==> config.mk <==
export PLATFORM = sky130hd
export DESIGN_NAME = pt_walker
export DESIGN_NICKNAME = d
export VERILOG_FILES = /design/src/rtl/pw_pkg.sv /design/src/rtl/pw_entry_eval.sv /design/src/rtl/pw_fault_reg.sv /design/src/rtl/pt_walker.sv
export SDC_FILE = /design/constraint.sdc
export NUM_CORES = 1
export LEC_CHECK = 0
export BUFFER_PORTS_ARGS = -buffer_cell sky130_fd_sc_hd__buf_2
export CAP_MARGIN = 20
export CORE_AREA = 2 2 123 154
export CTS_CLUSTER_DIAMETER = 100
export DETAILED_ROUTE_END_ITERATION = 12
export DIE_AREA = 0 0 125 156
export GPL_ROUTABILITY_DRIVEN = 0
export PLACE_DENSITY = 0.72
export SLEW_MARGIN = 20
export SYNTH_ARGS = -nofsm -noshare
export SYNTH_HDL_FRONTEND = slang
export SYNTH_SLANG_ARGS = --single-unit
==> constraint.sdc <==
create_clock -name clk -period 1.9 [get_ports clk]
set_clock_uncertainty 0.1 [all_clocks]
set_input_delay 0.38 -clock clk [delete_from_list [all_inputs] [get_ports clk]]
set_output_delay 0.38 -clock clk [all_outputs]
set_load 0.02 [all_outputs]
==> src/rtl/pw_pkg.sv <==
package pw_pkg;
    typedef enum logic [2:0] {
        ST_IDLE,
        ST_DIR_RD,
        ST_TBL_RD,
        ST_DIR_WB,
        ST_TBL_WB,
        ST_DONE,
        ST_FAULT
    } walk_state_t;

    // entry flag positions
    localparam int BIT_P  = 0;
    localparam int BIT_W  = 1;
    localparam int BIT_U  = 2;
    localparam int BIT_WT = 3;
    localparam int BIT_CD = 4;
    localparam int BIT_A  = 5;
    localparam int BIT_D  = 6;
endpackage

==> src/rtl/pw_entry_eval.sv <==
module pw_entry_eval
    import pw_pkg::*;
#(
    parameter int AW      = 32,
    parameter bit IS_LEAF = 1'b0
) (
    input  logic [AW-1:0] entry,
    input  logic          is_write,
    output logic          present,
    output logic          perm_fault,
    output logic [AW-1:0] upd_entry,
    output logic          upd_needed
);
    assign present = entry[BIT_P];

    generate
        if (IS_LEAF) begin : g_leaf
            always_comb begin
                upd_entry        = entry;
                upd_entry[BIT_A] = 1'b1;
                if (is_write)
                    upd_entry[BIT_D] = 1'b1;
                perm_fault = is_write && !entry[BIT_W];
            end
        end else begin : g_dir
            logic unused_wr;
            assign unused_wr = is_write;
            always_comb begin
                upd_entry        = entry;
                upd_entry[BIT_A] = 1'b1;
                upd_entry[BIT_D] = 1'b0;
                perm_fault       = 1'b0;
            end
        end
    endgenerate

    assign upd_needed = (upd_entry != entry);
endmodule

==> src/rtl/pw_fault_reg.sv <==
module pw_fault_reg #(
    parameter int AW = 32
) (
    input  logic          clk,
    input  logic          rst_n,
    input  logic          capture,
    input  logic [AW-1:0] lin_in,
    output logic [AW-1:0] fault_addr
);
    always_ff @(posedge clk) begin
        if (!rst_n)
            fault_addr <= '0;
        else if (capture)
            fault_addr <= lin_in;
    end

    AST_FAULT_ADDR_HOLD: assert property (@(posedge clk) disable iff (!rst_n)
        !capture |=> $stable(fault_addr));
endmodule

==> src/rtl/pt_walker.sv <==
module pt_walker
    import pw_pkg::*;
#(
    parameter int AW    = 32,
    parameter int IDX_W = 10,
    parameter int OFF_W = 12
) (
    input  logic          clk,
    input  logic          rst_n,
    input  logic          req_valid,
    input  logic [AW-1:0] req_addr,
    input  logic          req_write,
    input  logic          paging_en,
    input  logic [AW-1:0] dir_base,
    output logic          busy,
    output logic          mem_rd_req,
    output logic [AW-1:0] mem_rd_addr,
    input  logic          mem_rd_valid,
    input  logic [AW-1:0] mem_rd_data,
    output logic          mem_wr_req,
    output logic [AW-1:0] mem_wr_addr,
    output logic [AW-1:0] mem_wr_data,
    input  logic          mem_wr_ack,
    output logic          xlate_done,
    output logic [AW-1:0] phys_addr,
    output logic          pg_wt,
    output logic          pg_cd,
    output logic          pg_user,
    output logic          xlate_fault,
    output logic [AW-1:0] fault_addr
);
    localparam int PG_W      = AW - OFF_W;
    localparam int ENT_SHIFT = 2;

    walk_state_t state_q, state_d;

    logic [AW-1:0]   lin_q;
    logic            wr_q;
    logic [PG_W-1:0] base_q;
    logic [PG_W-1:0] pde_page_q;
    logic [AW-1:0]   pde_upd_q, pte_upd_q;
    logic            pde_need_q, pte_need_q;
    logic [AW-1:0]   pa_q;
    logic [2:0]      flags_q;   // {user, cd, wt}

    logic [AW-1:0] dir_addr, tbl_addr;
    logic          dir_present, dir_pf, dir_need;
    logic [AW-1:0] dir_upd;
    logic          leaf_present, leaf_pf, leaf_need;
    logic [AW-1:0] leaf_upd;
    logic          leaf_bad, fault_capture, accept;

    // entry address generation
    always_comb begin
        dir_addr = {base_q, {OFF_W{1'b0}}}
                 + (AW'(lin_q[AW-1 -: IDX_W]) << ENT_SHIFT);
        tbl_addr = {pde_page_q, {OFF_W{1'b0}}}
                 + (AW'(lin_q[OFF_W +: IDX_W]) << ENT_SHIFT);
    end

    pw_entry_eval #(.AW(AW), .IS_LEAF(1'b0)) u_dir_eval (
        .entry      (mem_rd_data),
        .is_write   (wr_q),
        .present    (dir_present),
        .perm_fault (dir_pf),
        .upd_entry  (dir_upd),
        .upd_needed (dir_need)
    );

    pw_entry_eval #(.AW(AW), .IS_LEAF(1'b1)) u_leaf_eval (
        .entry      (mem_rd_data),
        .is_write   (wr_q),
        .present    (leaf_present),
        .perm_fault (leaf_pf),
        .upd_entry  (leaf_upd),
        .upd_needed (leaf_need)
    );

    assign accept        = (state_q == ST_IDLE) && req_valid;
    assign leaf_bad      = !leaf_present || leaf_pf;
    assign fault_capture = mem_rd_valid &&
                           (((state_q == ST_DIR_RD) && (!dir_present || dir_pf)) ||
                            ((state_q == ST_TBL_RD) && leaf_bad));

    pw_fault_reg #(.AW(AW)) u_fault_reg (
        .clk        (clk),
        .rst_n      (rst_n),
        .capture    (fault_capture),
        .lin_in     (lin_q),
        .fault_addr (fault_addr)
    );

    // next-state logic
    always_comb begin
        state_d = state_q;
        unique case (state_q)
            ST_IDLE:
                if (req_valid)
                    state_d = paging_en ? ST_DIR_RD : ST_DONE;
            ST_DIR_RD:
                if (mem_rd_valid)
                    state_d = dir_present ? ST_TBL_RD : ST_FAULT;
            ST_TBL_RD:
                if (mem_rd_valid) begin
                    if (leaf_bad)        state_d = ST_FAULT;
                    else if (pde_need_q) state_d = ST_DIR_WB;
                    else if (leaf_need)  state_d = ST_TBL_WB;
                    else                 state_d = ST_DONE;
                end
            ST_DIR_WB:
                if (mem_wr_ack)
                    state_d = pte_need_q ? ST_TBL_WB : ST_DONE;
            ST_TBL_WB:
                if (mem_wr_ack)
                    state_d = ST_DONE;
            ST_DONE:  state_d = ST_IDLE;
            ST_FAULT: state_d = ST_IDLE;
            default:  state_d = ST_IDLE;
        endcase
    end

    // state and captured data
    always_ff @(posedge clk) begin
        if (!rst_n) begin
            state_q    <= ST_IDLE;
            lin_q      <= '0;
            wr_q       <= 1'b0;
            base_q     <= '0;
            pde_page_q <= '0;
            pde_upd_q  <= '0;
            pte_upd_q  <= '0;
            pde_need_q <= 1'b0;
            pte_need_q <= 1'b0;
            pa_q       <= '0;
            flags_q    <= '0;
        end else begin
            state_q <= state_d;
            if (accept) begin
                lin_q  <= req_addr;
                wr_q   <= req_write;
                base_q <= dir_base[AW-1:OFF_W];
                if (!paging_en) begin
                    pa_q    <= req_addr;
                    flags_q <= '0;
                end
            end
            if ((state_q == ST_DIR_RD) && mem_rd_valid) begin
                pde_page_q <= mem_rd_data[AW-1:OFF_W];
                pde_upd_q  <= dir_upd;
                pde_need_q <= dir_need;
            end
            if ((state_q == ST_TBL_RD) && mem_rd_valid) begin
                pte_upd_q  <= leaf_upd;
                pte_need_q <= leaf_need;
                pa_q       <= {mem_rd_data[AW-1:OFF_W], lin_q[OFF_W-1:0]};
                flags_q    <= {mem_rd_data[BIT_U], mem_rd_data[BIT_CD],
                               mem_rd_data[BIT_WT]};
            end
        end
    end

    // outputs
    always_comb begin
        busy        = (state_q != ST_IDLE);
        mem_rd_req  = (state_q == ST_DIR_RD) || (state_q == ST_TBL_RD);
        mem_rd_addr = (state_q == ST_TBL_RD) ? tbl_addr : dir_addr;
        mem_wr_req  = (state_q == ST_DIR_WB) || (state_q == ST_TBL_WB);
        mem_wr_addr = (state_q == ST_TBL_WB) ? tbl_addr : dir_addr;
        mem_wr_data = (state_q == ST_TBL_WB) ? pte_upd_q : pde_upd_q;
        xlate_done  = (state_q == ST_DONE);
        xlate_fault = (state_q == ST_FAULT);
        phys_addr   = pa_q;
        pg_user     = flags_q[2];
        pg_cd       = flags_q[1];
        pg_wt       = flags_q[0];
    end

    AST_OFF_NO_MEM: assert property (@(posedge clk) disable iff (!rst_n)
        (accept && !paging_en) |=> (xlate_done && !mem_rd_req && !mem_wr_req));
    AST_DIR_ABSENT_FAULT: assert property (@(posedge clk) disable iff (!rst_n)
        ((state_q == ST_DIR_RD) && mem_rd_valid && !mem_rd_data[BIT_P])
        |=> (xlate_fault && !mem_rd_req));
    AST_DIR_WB_CLEAN: assert property (@(posedge clk) disable iff (!rst_n)
        (state_q == ST_DIR_WB) |-> (mem_wr_data[BIT_A] && !mem_wr_data[BIT_D]));
    AST_DONE_FAULT_EXCL: assert property (@(posedge clk) disable iff (!rst_n)
        !(xlate_done && xlate_fault));
    AST_RD_HOLD: assert property (@(posedge clk) disable iff (!rst_n)
        (mem_rd_req && !mem_rd_valid) |=> (mem_rd_req && $stable(mem_rd_addr)));
    AST_WR_HOLD: assert property (@(posedge clk) disable iff (!rst_n)
        (mem_wr_req && !mem_wr_ack)
        |=> (mem_wr_req && $stable(mem_wr_addr) && $stable(mem_wr_data)));
    AST_NO_RW_OVERLAP: assert property (@(posedge clk) disable iff (!rst_n)
        !(mem_rd_req && mem_wr_req));
endmodule

==> metrics.cfg <==
[worst_setup_path]
slowest_stage=dfxtp_2
crit_start=state_q[1]$_SDFFE_PN0P_
critical-path-top-delay-family=buffers and inverters
worst_r2r_startpoint=state_q[1]$_SDFFE_PN0P_
crit_path_start_kind=flop
critical_path_peak_fanout=6
cp.buffers_inverters=4
timing_worst_setup_path_type=reg -> out
cp-end-kind=output port
critPathRequiredTime_ns=1.42
critical_path.max_stage_delay_ns=0.37
crit_path_frequent_cell=buf_6
regToRegSetupSlack_ns=-0.27
cp_data_arrival_time_ns=1.87
cp_num_cells=7
cells_along_the_critical_path=buf_6 > nand2b_4 > nor2_4 > buf_12 > clkbuf_16 > mux2_4 > buf_6
worst_r2r_path_depth=11

[global_route]
grt_resource_usage_total=0.237
first_global_vias=7253
grt_max_degree=59
globalRoute.totalOverflow=0
antenna_violations_before_repair=1
grt_first_pass_wirelength_microns=37300

[min_path]
holdCritStartpoint=mem_rd_data[5]
number_of_cells_on_the_worst_hold_path=2
hp-class=in -> reg

[synthesis]
post_synth_instance_area_sq_mm=0.00815
ys_warn_count=0
yosys.area.top_type_share=0.462
synth_area_per_cell_sq_um=8.48
synth-seq-cells=188
ys_top_cells_by_area=dfxtp_1 46%, nand2_1 15%, mux2_2 13%
synth_edf_count=0
synth_cells=961
synth_seq_area_share=0.462
most_frequently_used_flop_master_after_synthesis=dfxtp_1
async_reset_ff_frac=0
post-synth-top-area-cell=dfxtp_1
synth.distinct_cells=40

[sta]
grt_setup_unrepaired=true
drv_slew=0
finalWorstSetupSlack_ns=-0.453
finalHoldViolations=0
final.setup.tns_ns=-49.73
setup_viol_count_final=187
min_period_ns=2.35
period_share=1.24
achievable-frequency_mhz=425

[placed_design]
place_worst_setup_slack_ns=-0.0313
place.detailed.instances=1408
dp_hpwl_microns=16700
number_of_buffer_cells_added_on_primary_ports=254

[floorplanning]
initial_utilization=0.452
die_height_microns=156
pin_count=271
dieWidth_microns=125
fp.dieArea_sq_mm=0.0195
row_count=55
core_region_area_sq_mm=0.0180

[cts]
cts.hold.buffers_added=0
cts.path.max_buffers=2
clock_tree_from_tritoncts=yes
cts_buffer_count=17
htree_levels=4
insertion_delay_ns=0.42
clkTransAtPathRegs_ns=0.07
cts.sinks=188
cts_root_buffer=clkbuf_16

[pwr]
leakage_nw=5.47
power_density_mw_per_mm2=1180
fin_total_pwr_mw=14.4
ir_worst_vdd_uv=625

[run_status]
status=finished with violations
violations=negative setup slack

[layout]
post_layout_utilization_of_the_core=0.675
area.growth.synth_to_final_pct=49.2
layout-drive-gt1-share=0.450
finish.cell_count_without_fillers=1478
filler_cell_count=1417
commonest_non_fill_non_tap_cell_in_the_layout=nand2_1
num-nets-final=1339
layout.cells.most_common_list=281 x nand2_1, 194 x buf_2, 185 x dfxtp_1, 79 x a21oi_1, 64 x buf_6

[drt]
detail_route.wirelength_microns=28500
drt_first_pass_iters=9
final_antenna_net_count=0
detail_route.wl_per_cell_microns=19.3
initialDrtViolationCount=688
vias=8089
avg_vias_per_cell=5.47
remaining_drc_errors=0

[job]
max_cap_violations=0

where the power goes:
group	switching [mW]	internal, mW
Clock	1.58	2.25
Sequential	0.345	4.38
Combinational	3.05	2.79
worst reg2reg max path: cells and delay by family (launching register included):
kind                   cells  cell delay, ns
buffers and inverters      7            0.88
DFF                        1            0.34
and+or+nand+nor            3            0.62
AOI/OAI and AO/OA          1            0.16
stage by stage:
step,instance area [sq um],hold WS (ns)
global route,12200,0.0817
floorplan,8180,0.333
global placement,9800,0.339
CTS,10700,0.0606
detailed placement,9800,0.345
finish,12200,0.0765
Yosys cell counts (all sizes together) (2+ instances only):
| library cell | count |
|---|---|
| a21oi | 121 |
| a222oi | 20 |
| a31oi | 14 |
| and2 | 3 |
| and3 | 2 |
| buf | 42 |
| clkbuf | 41 |
| dfxtp | 188 |
| inv | 3 |
| mux2 | 91 |
| mux2i | 33 |
| nand2 | 322 |
| nand2b | 4 |
| nor2 | 37 |
| nor3 | 6 |
| nor3b | 3 |
| o21ai | 13 |
| o21bai | 2 |
| o22ai | 3 |
worst paths after layout:
kind                                                    to
worst max-delay path                       mem_rd_addr[16]
worst min-delay path               pte_need_q$_SDFFE_PN0P_
worst max register to register      base_q[7]$_SDFFE_PN0P_
worst min register to register  pte_upd_q[11]$_SDFFE_PN0P_
registers in the layout (all words and copies together), names as in the netlist:
register / count
pte_need_q: 1
lin_q: 32
phys_addr: 32
flags_q: 3
pde_need_q: 1
base_q: 20
u_fault_reg.fault_addr: 32
state_q: 3
pte_upd_q: 32
pde_page_q: 20
pde_upd_q: 11
wr_q: 1
cell families (layout without fill, tap and decap cells):
logic type                count (synthesis)  after routing  share of synthesized area
muxes                                   124            124                      0.166
other                                     1              6                   0.000460
DFF                                     188            188                      0.462
buffers and inverters                    86            370                     0.0560
and+or+nand+nor                         382            382                      0.185
AOI/OAI and AO/OA                       179            179                      0.129
xor gates and xnor gates                  1              1                    0.00107
repair_timing:
action / in CTS / in global routing
gates resized for setup: 49 / 274
pin swaps: 0 / 41
buffers inserted: 6 / 14
setup endpoints to repair: 96 / 171
gates cloned: 3 / 16
endpoints found under the hold margin: 0 / 0
area by class of cell:
type / instances / area, sq um / share of cell area
clock inverter: 12 / 185 / 0.0152
inverter: 3 / 13.8 / 0.00113
clock buffer: 19 / 443 / 0.0364
multi-input combinational: 690 / 4640 / 0.381
sequential: 188 / 3770 / 0.310
antenna: 2 / 5.00 / 0.000411
tap: 228 / 285 / 0.0234
timing repair buffer: 336 / 2830 / 0.232
routing by layer:
layer,share of wire,wire length [microns],track usage,up-vias
met3,0.062,1780,0.0463,71
met5,0,0,0,-
met2,0.51,14500,0.408,334
li1,-,-,-,3814
met1,0.39,11200,0.298,3870
met4,0.036,1010,0.0825,0
Note: power is estimated with default switching activity, not from simulation.
